## src/rtl/gpio_adc_share_pkg.sv

```systemverilog
package gpio_adc_share_pkg;

  localparam logic ADDR_DATA = 1'b0;
  localparam logic ADDR_DIR  = 1'b1;

  typedef struct packed {
    logic loadData;
    logic loadDir;
  } gpioStrobes_t;

endpackage

```

## src/rtl/gpio_adc_share_ctrl.sv

```systemverilog
module gpio_adc_share_ctrl
  import gpio_adc_share_pkg::*;
#(
  parameter int                WIDTH       = 8,
  parameter int                CH_W        = 3,
  parameter logic [WIDTH-1:0]  SHARED_MASK = 8'b0011_0011
)(
  input  logic             clk,
  input  logic             rstN,
  input  logic             regWrEn,
  input  logic             regAddr,
  input  logic             adcActive,
  input  logic [CH_W-1:0]  adcChSel,
  output gpioStrobes_t     strobes,
  output logic [WIDTH-1:0] claimMask
);

  always_comb begin
    strobes.loadData = regWrEn && (regAddr == ADDR_DATA);
    strobes.loadDir  = regWrEn && (regAddr == ADDR_DIR);
  end

  // Channel k claims the k-th shareable pin counted from bit 0.
  always_comb begin
    int chanIdx;
    chanIdx   = 0;
    claimMask = '0;
    for (int p = 0; p < WIDTH; p++) begin
      if (SHARED_MASK[p]) begin
        if (adcActive && (int'(adcChSel) == chanIdx))
          claimMask[p] = 1'b1;
        chanIdx++;
      end
    end
  end

  a_r6_single_claim: assert property (@(posedge clk) disable iff (!rstN)
    $onehot0(claimMask));
  a_r6_shared_only: assert property (@(posedge clk) disable iff (!rstN)
    (claimMask & ~SHARED_MASK) == '0);
  a_r9_idle_no_claim: assert property (@(posedge clk) disable iff (!rstN)
    !adcActive |-> (claimMask == '0));

endmodule

```

## src/rtl/gpio_adc_share_dp.sv

```systemverilog
module gpio_adc_share_dp
  import gpio_adc_share_pkg::*;
#(
  parameter int WIDTH       = 8,
  parameter int SYNC_STAGES = 2
)(
  input  logic             clk,
  input  logic             rstN,
  input  gpioStrobes_t     strobes,
  input  logic [WIDTH-1:0] wrData,
  input  logic             rdSelDir,
  input  logic [WIDTH-1:0] claimMask,
  input  logic [WIDTH-1:0] padIn,
  output logic [WIDTH-1:0] padOut,
  output logic [WIDTH-1:0] padOe,
  output logic [WIDTH-1:0] rdData
);

  logic [WIDTH-1:0] dataQ;
  logic [WIDTH-1:0] dirQ;
  logic [WIDTH-1:0] syncQ [SYNC_STAGES];
  logic [WIDTH-1:0] pinRead;

  always_ff @(posedge clk or negedge rstN) begin
    if (!rstN) begin
      dataQ <= '0;
      dirQ  <= '0;
    end else begin
      if (strobes.loadData) dataQ <= wrData;
      if (strobes.loadDir)  dirQ  <= wrData;
    end
  end

  genvar s;
  generate
    for (s = 0; s < SYNC_STAGES; s++) begin : gSync
      always_ff @(posedge clk or negedge rstN) begin
        if (!rstN)       syncQ[s] <= '0;
        else if (s == 0) syncQ[s] <= padIn;
        else             syncQ[s] <= syncQ[(s == 0) ? 0 : s-1];
      end
    end
  endgenerate

  genvar b;
  generate
    for (b = 0; b < WIDTH; b++) begin : gPin
      always_comb begin
        if (dirQ[b])           pinRead[b] = dataQ[b];
        else if (claimMask[b]) pinRead[b] = 1'b0;
        else                   pinRead[b] = syncQ[SYNC_STAGES-1][b];
      end
      assign padOe[b] = dirQ[b] & ~claimMask[b];
    end
  endgenerate

  assign padOut = dataQ;
  assign rdData = rdSelDir ? dirQ : pinRead;

  a_r1_reset_clear: assert property (@(posedge clk)
    !rstN |=> (dataQ == '0 && dirQ == '0));
  a_r2_data_load: assert property (@(posedge clk) disable iff (!rstN)
    strobes.loadData |=> dataQ == $past(wrData));
  a_r3_dir_load: assert property (@(posedge clk) disable iff (!rstN)
    strobes.loadDir |=> dirQ == $past(wrData));
  a_r6_claim_no_drive: assert property (@(posedge clk) disable iff (!rstN)
    (padOe & claimMask) == '0);
  a_r7_claim_reads_zero: assert property (@(posedge clk) disable iff (!rstN)
    !rdSelDir |-> ((rdData & claimMask & ~dirQ) == '0));

endmodule

```

## src/rtl/gpio_adc_share.sv

```systemverilog
module gpio_adc_share
  import gpio_adc_share_pkg::*;
#(
  parameter int               WIDTH       = 8,
  parameter int               CH_W        = 3,
  parameter int               SYNC_STAGES = 2,
  parameter logic [WIDTH-1:0] SHARED_MASK = 8'b0011_0011
)(
  input  logic             clk,
  input  logic             rstN,
  input  logic             regWrEn,
  input  logic             regAddr,
  input  logic [WIDTH-1:0] regWrData,
  output logic [WIDTH-1:0] regRdData,
  input  logic             adcActive,
  input  logic [CH_W-1:0]  adcChSel,
  input  logic [WIDTH-1:0] padIn,
  output logic [WIDTH-1:0] padOut,
  output logic [WIDTH-1:0] padOe
);

  gpioStrobes_t     strobes;
  logic [WIDTH-1:0] claimMask;

  gpio_adc_share_ctrl #(
    .WIDTH(WIDTH), .CH_W(CH_W), .SHARED_MASK(SHARED_MASK)
  ) uCtrl (
    .clk(clk), .rstN(rstN), .regWrEn(regWrEn), .regAddr(regAddr),
    .adcActive(adcActive), .adcChSel(adcChSel),
    .strobes(strobes), .claimMask(claimMask)
  );

  gpio_adc_share_dp #(
    .WIDTH(WIDTH), .SYNC_STAGES(SYNC_STAGES)
  ) uDp (
    .clk(clk), .rstN(rstN), .strobes(strobes), .wrData(regWrData),
    .rdSelDir(regAddr == ADDR_DIR), .claimMask(claimMask), .padIn(padIn),
    .padOut(padOut), .padOe(padOe), .rdData(regRdData)
  );

endmodule

```

## config.mk

```make
export PLATFORM = sky130hd
export DESIGN_NAME = gpio_adc_share
export DESIGN_NICKNAME = d
export VERILOG_FILES = /design/src/rtl/gpio_adc_share_pkg.sv /design/src/rtl/gpio_adc_share_ctrl.sv /design/src/rtl/gpio_adc_share_dp.sv /design/src/rtl/gpio_adc_share.sv
export SDC_FILE = /design/constraint.sdc
export NUM_CORES = 1
export LEC_CHECK = 0
export ABC_AREA = 1
export ABC_CLOCK_PERIOD_IN_PS = 1100
export BUFFER_PORTS_ARGS = -buffer_cell sky130_fd_sc_hd__buf_2
export CAP_MARGIN = 25
export CORE_ASPECT_RATIO = 2
export CORE_MARGIN = 5
export CORE_UTILIZATION = 40
export DETAILED_ROUTE_END_ITERATION = 6
export PLACE_DENSITY = 0.67
export REMOVE_ABC_BUFFERS = 1
export SLEW_MARGIN = 20
export SYNTH_ARGS = -nofsm -noshare
export SYNTH_HDL_FRONTEND = slang
export SYNTH_SLANG_ARGS = --single-unit
export TNS_END_PERCENT = 50
```

## constraint.sdc

```tcl
create_clock -name clk -period 1.1 [get_ports clk]
set_clock_uncertainty 0.15 [all_clocks]
set_input_delay 0.055 -clock clk [delete_from_list [all_inputs] [get_ports clk]]
set_output_delay 0.055 -clock clk [all_outputs]
set_load 0.005 [all_outputs]
```

# Word level (Yosys, flattened, before mapping)
# Cells that the tools add are included.
# totals
regBits	32
out_inout_bits	24
# op_classes
eq_ne	3
muxes	17
n_bitwise	9
n_reduce_logical	7
# ops
op	n
$mux 1	16
$mux 8	1
$eq 3x3->1 const B	2
$logic_and 1x1->1	6
$not 1->1	5
$and 1x1->1	4
$eq 3x2->1 const B	1
$logic_not 3->1	1

# Depth between registers and ports, before layout
# depth
ltp_word	6
ltp_mapped	5

# Cells and area by module
# From an unflattened synthesis, not the netlist that was laid out.
# hier_totals
cells_unflattened	160
area_unflattened_um2	1351.3
# modules_own_cells
module	instances	cells_per_inst	area_each_um2
gpio_adc_share_dp	1	139	1257.5
gpio_adc_share_ctrl	1	21	93.8

# Worst setup path after synthesis
# OpenSTA, ideal clock, no wires.
# synth_path
path_type	register to output
start	register uDp.dirQ[5]
end	output port regRdData[5]
arrival_ns	0.647
setup_slack_ns	0.248
stages_incl_launch_ff	6
cell_sequence	dfrtp_1 inv_1 nand2_1 nor2_1 nand2_1 nand2_1
# synth_between
elab_chain_cells	2
# synth_lines
element	line	source
start, declared	gpio_adc_share_dp.sv:20	logic [WIDTH-1:0] dirQ;
start signal, assigned	gpio_adc_share_dp.sv:30	if (strobes.loadDir) dirQ <= wrData;
$mux 1	gpio_adc_share_dp.sv:49	if (dirQ[b]) pinRead[b] = dataQ[b];
$mux 8 (*)	gpio_adc_share_dp.sv:58	assign rdData = rdSelDir ? dirQ : pinRead;
end, declared	gpio_adc_share.sv:14	output logic [WIDTH-1:0] regRdData,
# Mark *: on every way between the ends. The rest lies on a longest branch, timed or not.

# Worst setup path after layout
# Same ends and word-level chain as after synthesis.

==> run_summary.xml <==
<?xml version="1.0" encoding="UTF-8"?>
<metrics>
  <group name="outcome">
    <metric name="run_status" unit="">finished with violations</metric>
    <metric name="violations" unit="">setup timing</metric>
  </group>
  <group name="floorplan">
    <metric name="boundaryPins" unit="">48</metric>
    <metric name="die-width" unit="um">50.6</metric>
    <metric name="core_box_area" unit="mm2">0.00319</metric>
    <metric name="floorplan.die.height" unit="um">91.2</metric>
    <metric name="die_area" unit="mm2">0.00461</metric>
    <metric name="num_rows" unit="">29</metric>
    <metric name="floorplan.initialDensity" unit="%">41.3</metric>
  </group>
  <group name="timing">
    <metric name="timing_max_transition_violations_final" unit="">0</metric>
    <metric name="timing.final.crit_share" unit="%">117</metric>
    <metric name="fin_ws" unit="ns">-0.183</metric>
    <metric name="timing.slew.headroom" unit="%">73.5</metric>
    <metric name="rsz0062_at_grt" unit="">true</metric>
    <metric name="final-setup-viol-count" unit="">14</metric>
    <metric name="finalHoldViolCount" unit="">0</metric>
    <metric name="period_minus_slack" unit="ns">1.28</metric>
    <metric name="worstMarginPinSlew" unit="ns">0.398</metric>
    <metric name="timing.hold.ws" unit="ns">0.0671</metric>
    <metric name="timing.setup.tns" unit="ns">-1.44</metric>
    <metric name="timing.fmax" unit="MHz">779</metric>
  </group>
  <group name="logic_synthesis">
    <metric name="avgSynthCellArea" unit="um2">10.1</metric>
    <metric name="synth.top_cell.area_share" unit="%">60.8</metric>
    <metric name="cell_type_with_the_largest_total_area_after_synthesis" unit="">sky130_fd_sc_hd__dfrtp_1</metric>
    <metric name="post_synth_instance_area" unit="mm2">0.00132</metric>
    <metric name="main_flop_type_after_synthesis" unit="">sky130_fd_sc_hd__dfrtp_1</metric>
    <metric name="ys.warnings.count" unit="">0</metric>
    <metric name="yosys.cell_types.count" unit="">15</metric>
    <metric name="netlist_top_cells_area" unit="">sky130_fd_sc_hd__dfrtp_1, sky130_fd_sc_hd__nand2_1, sky130_fd_sc_hd__o21ai_2</metric>
    <metric name="share_of_flip_flops_with_an_asynchronous_set_or_reset_after_synthesis" unit="%">100</metric>
    <metric name="synth_enable_flop_cells" unit="">0</metric>
    <metric name="synth_seq_area_share" unit="%">60.8</metric>
    <metric name="postSynthRegisterBits" unit="">32</metric>
    <metric name="synth_cells" unit="">131</metric>
  </group>
  <group name="clock_network">
    <metric name="numClockSinks" unit="">32</metric>
    <metric name="insertion_delay_to_the_later_sink_of_the_worst_skew_pair" unit="ns">0.28</metric>
    <metric name="clock_tree.htree_level_count" unit="">2</metric>
    <metric name="numCtsBuffers" unit="">5</metric>
    <metric name="cts_max_path_buffers" unit="">2</metric>
    <metric name="tritoncts" unit="">built</metric>
    <metric name="clock-root-buffer" unit="">sky130_fd_sc_hd__clkbuf_8</metric>
    <metric name="clkSlewWorstSetupHoldPaths" unit="ns">0.06</metric>
  </group>
  <group name="power">
    <metric name="leakage" unit="nW">0.975</metric>
    <metric name="p_comb_share" unit="%">19.1</metric>
    <metric name="worst_vdd_drop" unit="V">0.00107</metric>
    <metric name="power_density" unit="mW/mm2">1460</metric>
    <metric name="power_switching_share" unit="%">26.4</metric>
    <metric name="power.share.clock" unit="%">30.5</metric>
    <metric name="fraction_of_power_consumed_by_sequential_logic" unit="%">50.3</metric>
    <metric name="intPower" unit="W">0.00198</metric>
    <metric name="power.switching" unit="W">0.000708</metric>
  </group>
  <group name="detailed_routing">
    <metric name="vias" unit="">1071</metric>
    <metric name="detail_route.wl_per_cell" unit="um">12.2</metric>
    <metric name="vias_per_cell" unit="">4.62</metric>
    <metric name="drtIter0Drc" unit="">21</metric>
    <metric name="drc_errors" unit="">0</metric>
    <metric name="first_pass_iters" unit="">4</metric>
    <metric name="wirelength" unit="um">2820</metric>
    <metric name="detail-route-antenna-nets" unit="">0</metric>
  </group>
  <group name="global_route">
    <metric name="first_pass_grt_wire_length" unit="um">4700</metric>
    <metric name="antenna_found_initial" unit="">0</metric>
    <metric name="global_route.usage.total" unit="%">13.1</metric>
    <metric name="grt_start_max_net_pins" unit="">33</metric>
    <metric name="grt_overflow" unit="">0</metric>
    <metric name="grt_pass1_vias" unit="">1116</metric>
  </group>
  <group name="setup_path">
    <metric name="timing.critical_path.fanout_max" unit="">3</metric>
    <metric name="setup.worst_path.end_class" unit="">output pin</metric>
    <metric name="cpPeakStageDelay" unit="ns">0.40</metric>
    <metric name="worstSetupPathType" unit="">reg2out</metric>
    <metric name="cp.buffers_inverters" unit="">2</metric>
    <metric name="cp_data_required_time" unit="ns">0.89</metric>
    <metric name="crit_arrival" unit="ns">1.08</metric>
    <metric name="most_frequent_cell_on_critical_path" unit="">sky130_fd_sc_hd__nand2_1</metric>
    <metric name="crit_chain" unit="">inv_2 &gt; nand2_1 &gt; nor2_1 &gt; nand2_1 &gt; nand2_1 &gt; buf_2</metric>
    <metric name="startpoint_type" unit="">flip-flop</metric>
    <metric name="crit_path_top_delay_cell" unit="">sky130_fd_sc_hd__dfrtp_1</metric>
    <metric name="critPathTopFamily" unit="">flip-flops</metric>
  </group>
  <group name="hold_path">
    <metric name="holdCritPathClass" unit="">in2reg</metric>
  </group>
  <group name="cells_and_area">
    <metric name="syn2layout_area_growth" unit="%">40.2</metric>
    <metric name="n_antenna_cell" unit="">0</metric>
    <metric name="drive_above_1_share" unit="%">41.8</metric>
    <metric name="layout.filler_cells" unit="">293</metric>
    <metric name="fin_nets" unit="">225</metric>
  </group>
  <group name="place">
    <metric name="io_buffer_count" unit="">47</metric>
    <metric name="globalplace.congestion" unit="">0.808</metric>
    <metric name="detailedPlace.worstSlack" unit="ns">0.0685</metric>
    <metric name="dpl.hpwl" unit="um">2060</metric>
  </group>
  <group name="job">
    <metric name="maxCapViolCount" unit="">0</metric>
  </group>
</metrics>
flip-flops by register name, indices dropped and copies added, names as in the netlist:
register    count
uDp.dirQ        8
uDp.syncQ      16
uDp.padOut      8
layout by cell type (no fill, tap or decap), types with 5 or more instances in the layout:
master,synthesis,layout
sky130_fd_sc_hd__buf_2,1,47
sky130_fd_sc_hd__buf_4,4,5
sky130_fd_sc_hd__clkbuf_8,0,5
sky130_fd_sc_hd__dfrtp_1,32,32
sky130_fd_sc_hd__dlygate4sd3_1,0,17
sky130_fd_sc_hd__inv_1,12,11
sky130_fd_sc_hd__nand2_1,36,35
sky130_fd_sc_hd__nor2_1,8,7
sky130_fd_sc_hd__o21ai_0,11,9
sky130_fd_sc_hd__o21ai_2,14,14
metrics by stage:
stage / utilization (%) / area, um2 / instances / total power [W]
2_1_floorplan: - / 1260 / 124 / 0.00156
3_3_place_gp: 48.3 / 1540 / 203 / 0.00179
3_5_place_dp: 48.3 / 1540 / 203 / 0.00180
4_1_cts: 56.9 / 1820 / 230 / 0.00271
5_1_grt: 57.8 / 1850 / 232 / 0.00285
6_report: 57.8 / 1850 / 232 / 0.00269
worst min-delay path: stages:
cell                      delay (ns)
sky130_fd_sc_hd__buf_2          0.12
sky130_fd_sc_hd__nand2_4        0.21
sky130_fd_sc_hd__o21ai_2        0.07
power by group through the flow:
stage | sequential (W) | combinational, W | clock [W]
detailed placement | 0.00138 | 0.000427 | 0
floorplan | 0.00136 | 0.000200 | 0
CTS | 0.00135 | 0.000503 | 0.000852
global placement | 0.00137 | 0.000416 | 0
global route | 0.00137 | 0.000579 | 0.000903
finish | 0.00135 | 0.000514 | 0.000820
final timing paths:
kind	cells after the start	end	slack, ns	from
max in group asynchronous	3	uDp.syncQ[6]	0.34	rstN
setup reg to reg	3	uDp.dirQ[0]	0.17	uDp.dirQ[0]
hold / removal	3	uDp.padOut[0]	0.07	regWrEn
min in group asynchronous	3	uDp.syncQ[7]	0.17	rstN
setup / recovery	6	regRdData[5]	-0.18	uDp.dirQ[5]
hold reg to reg	0	uDp.syncQ[2]	0.19	uDp.syncQ[10]
per-layer routing:
metal	global-route usage, %	up-vias	routed length [um]
met4	7.25	0	65
met1	12.9	487	1010
met5	0	-	0
met3	3.77	6	194
met2	23.0	33	1550
li1	-	545	-
cells by family (layout without fill, tap and decap cells):
kind of cell	Yosys count	after routing	synth area share (%)
AO/OA/AOI/OAI	31	31	16.3
flip-flops	32	32	60.8
AND/OR/NAND/NOR	48	48	14.8
buffers and inverters	20	90	8.07
synth_stat cells (2+ instances only):
library cell                n
sky130_fd_sc_hd__nand2_1   36
sky130_fd_sc_hd__dfrtp_1   32
sky130_fd_sc_hd__o21ai_2   14
sky130_fd_sc_hd__inv_1     12
sky130_fd_sc_hd__o21ai_0   11
sky130_fd_sc_hd__nor2_1     8
sky130_fd_sc_hd__buf_4      4
sky130_fd_sc_hd__a21boi_0   3
sky130_fd_sc_hd__nand2_2    3
sky130_fd_sc_hd__buf_6      2
sky130_fd_sc_hd__o21ai_1    2
final cells by class:
cell class | count | area (um2) | area share, %
sequential | 32 | 801 | 43.4
timing repair buffer | 70 | 454 | 24.6
multi-input combinational | 79 | 427 | 23.1
clock buffer | 6 | 72.6 | 3.93
inverter | 13 | 48.8 | 2.64
tap | 31 | 38.8 | 2.10
clock inverter | 1 | 5.00 | 0.271
what timing repair did:
item	in CTS	in global routing
hold buffers	17	0
resized for setup	6	6
endpoints found under the hold margin	56	0
pin swaps	1	3
setup endpoints to repair	12	14
setup buffers	3	2
Power figures use the tool's default switching activity.
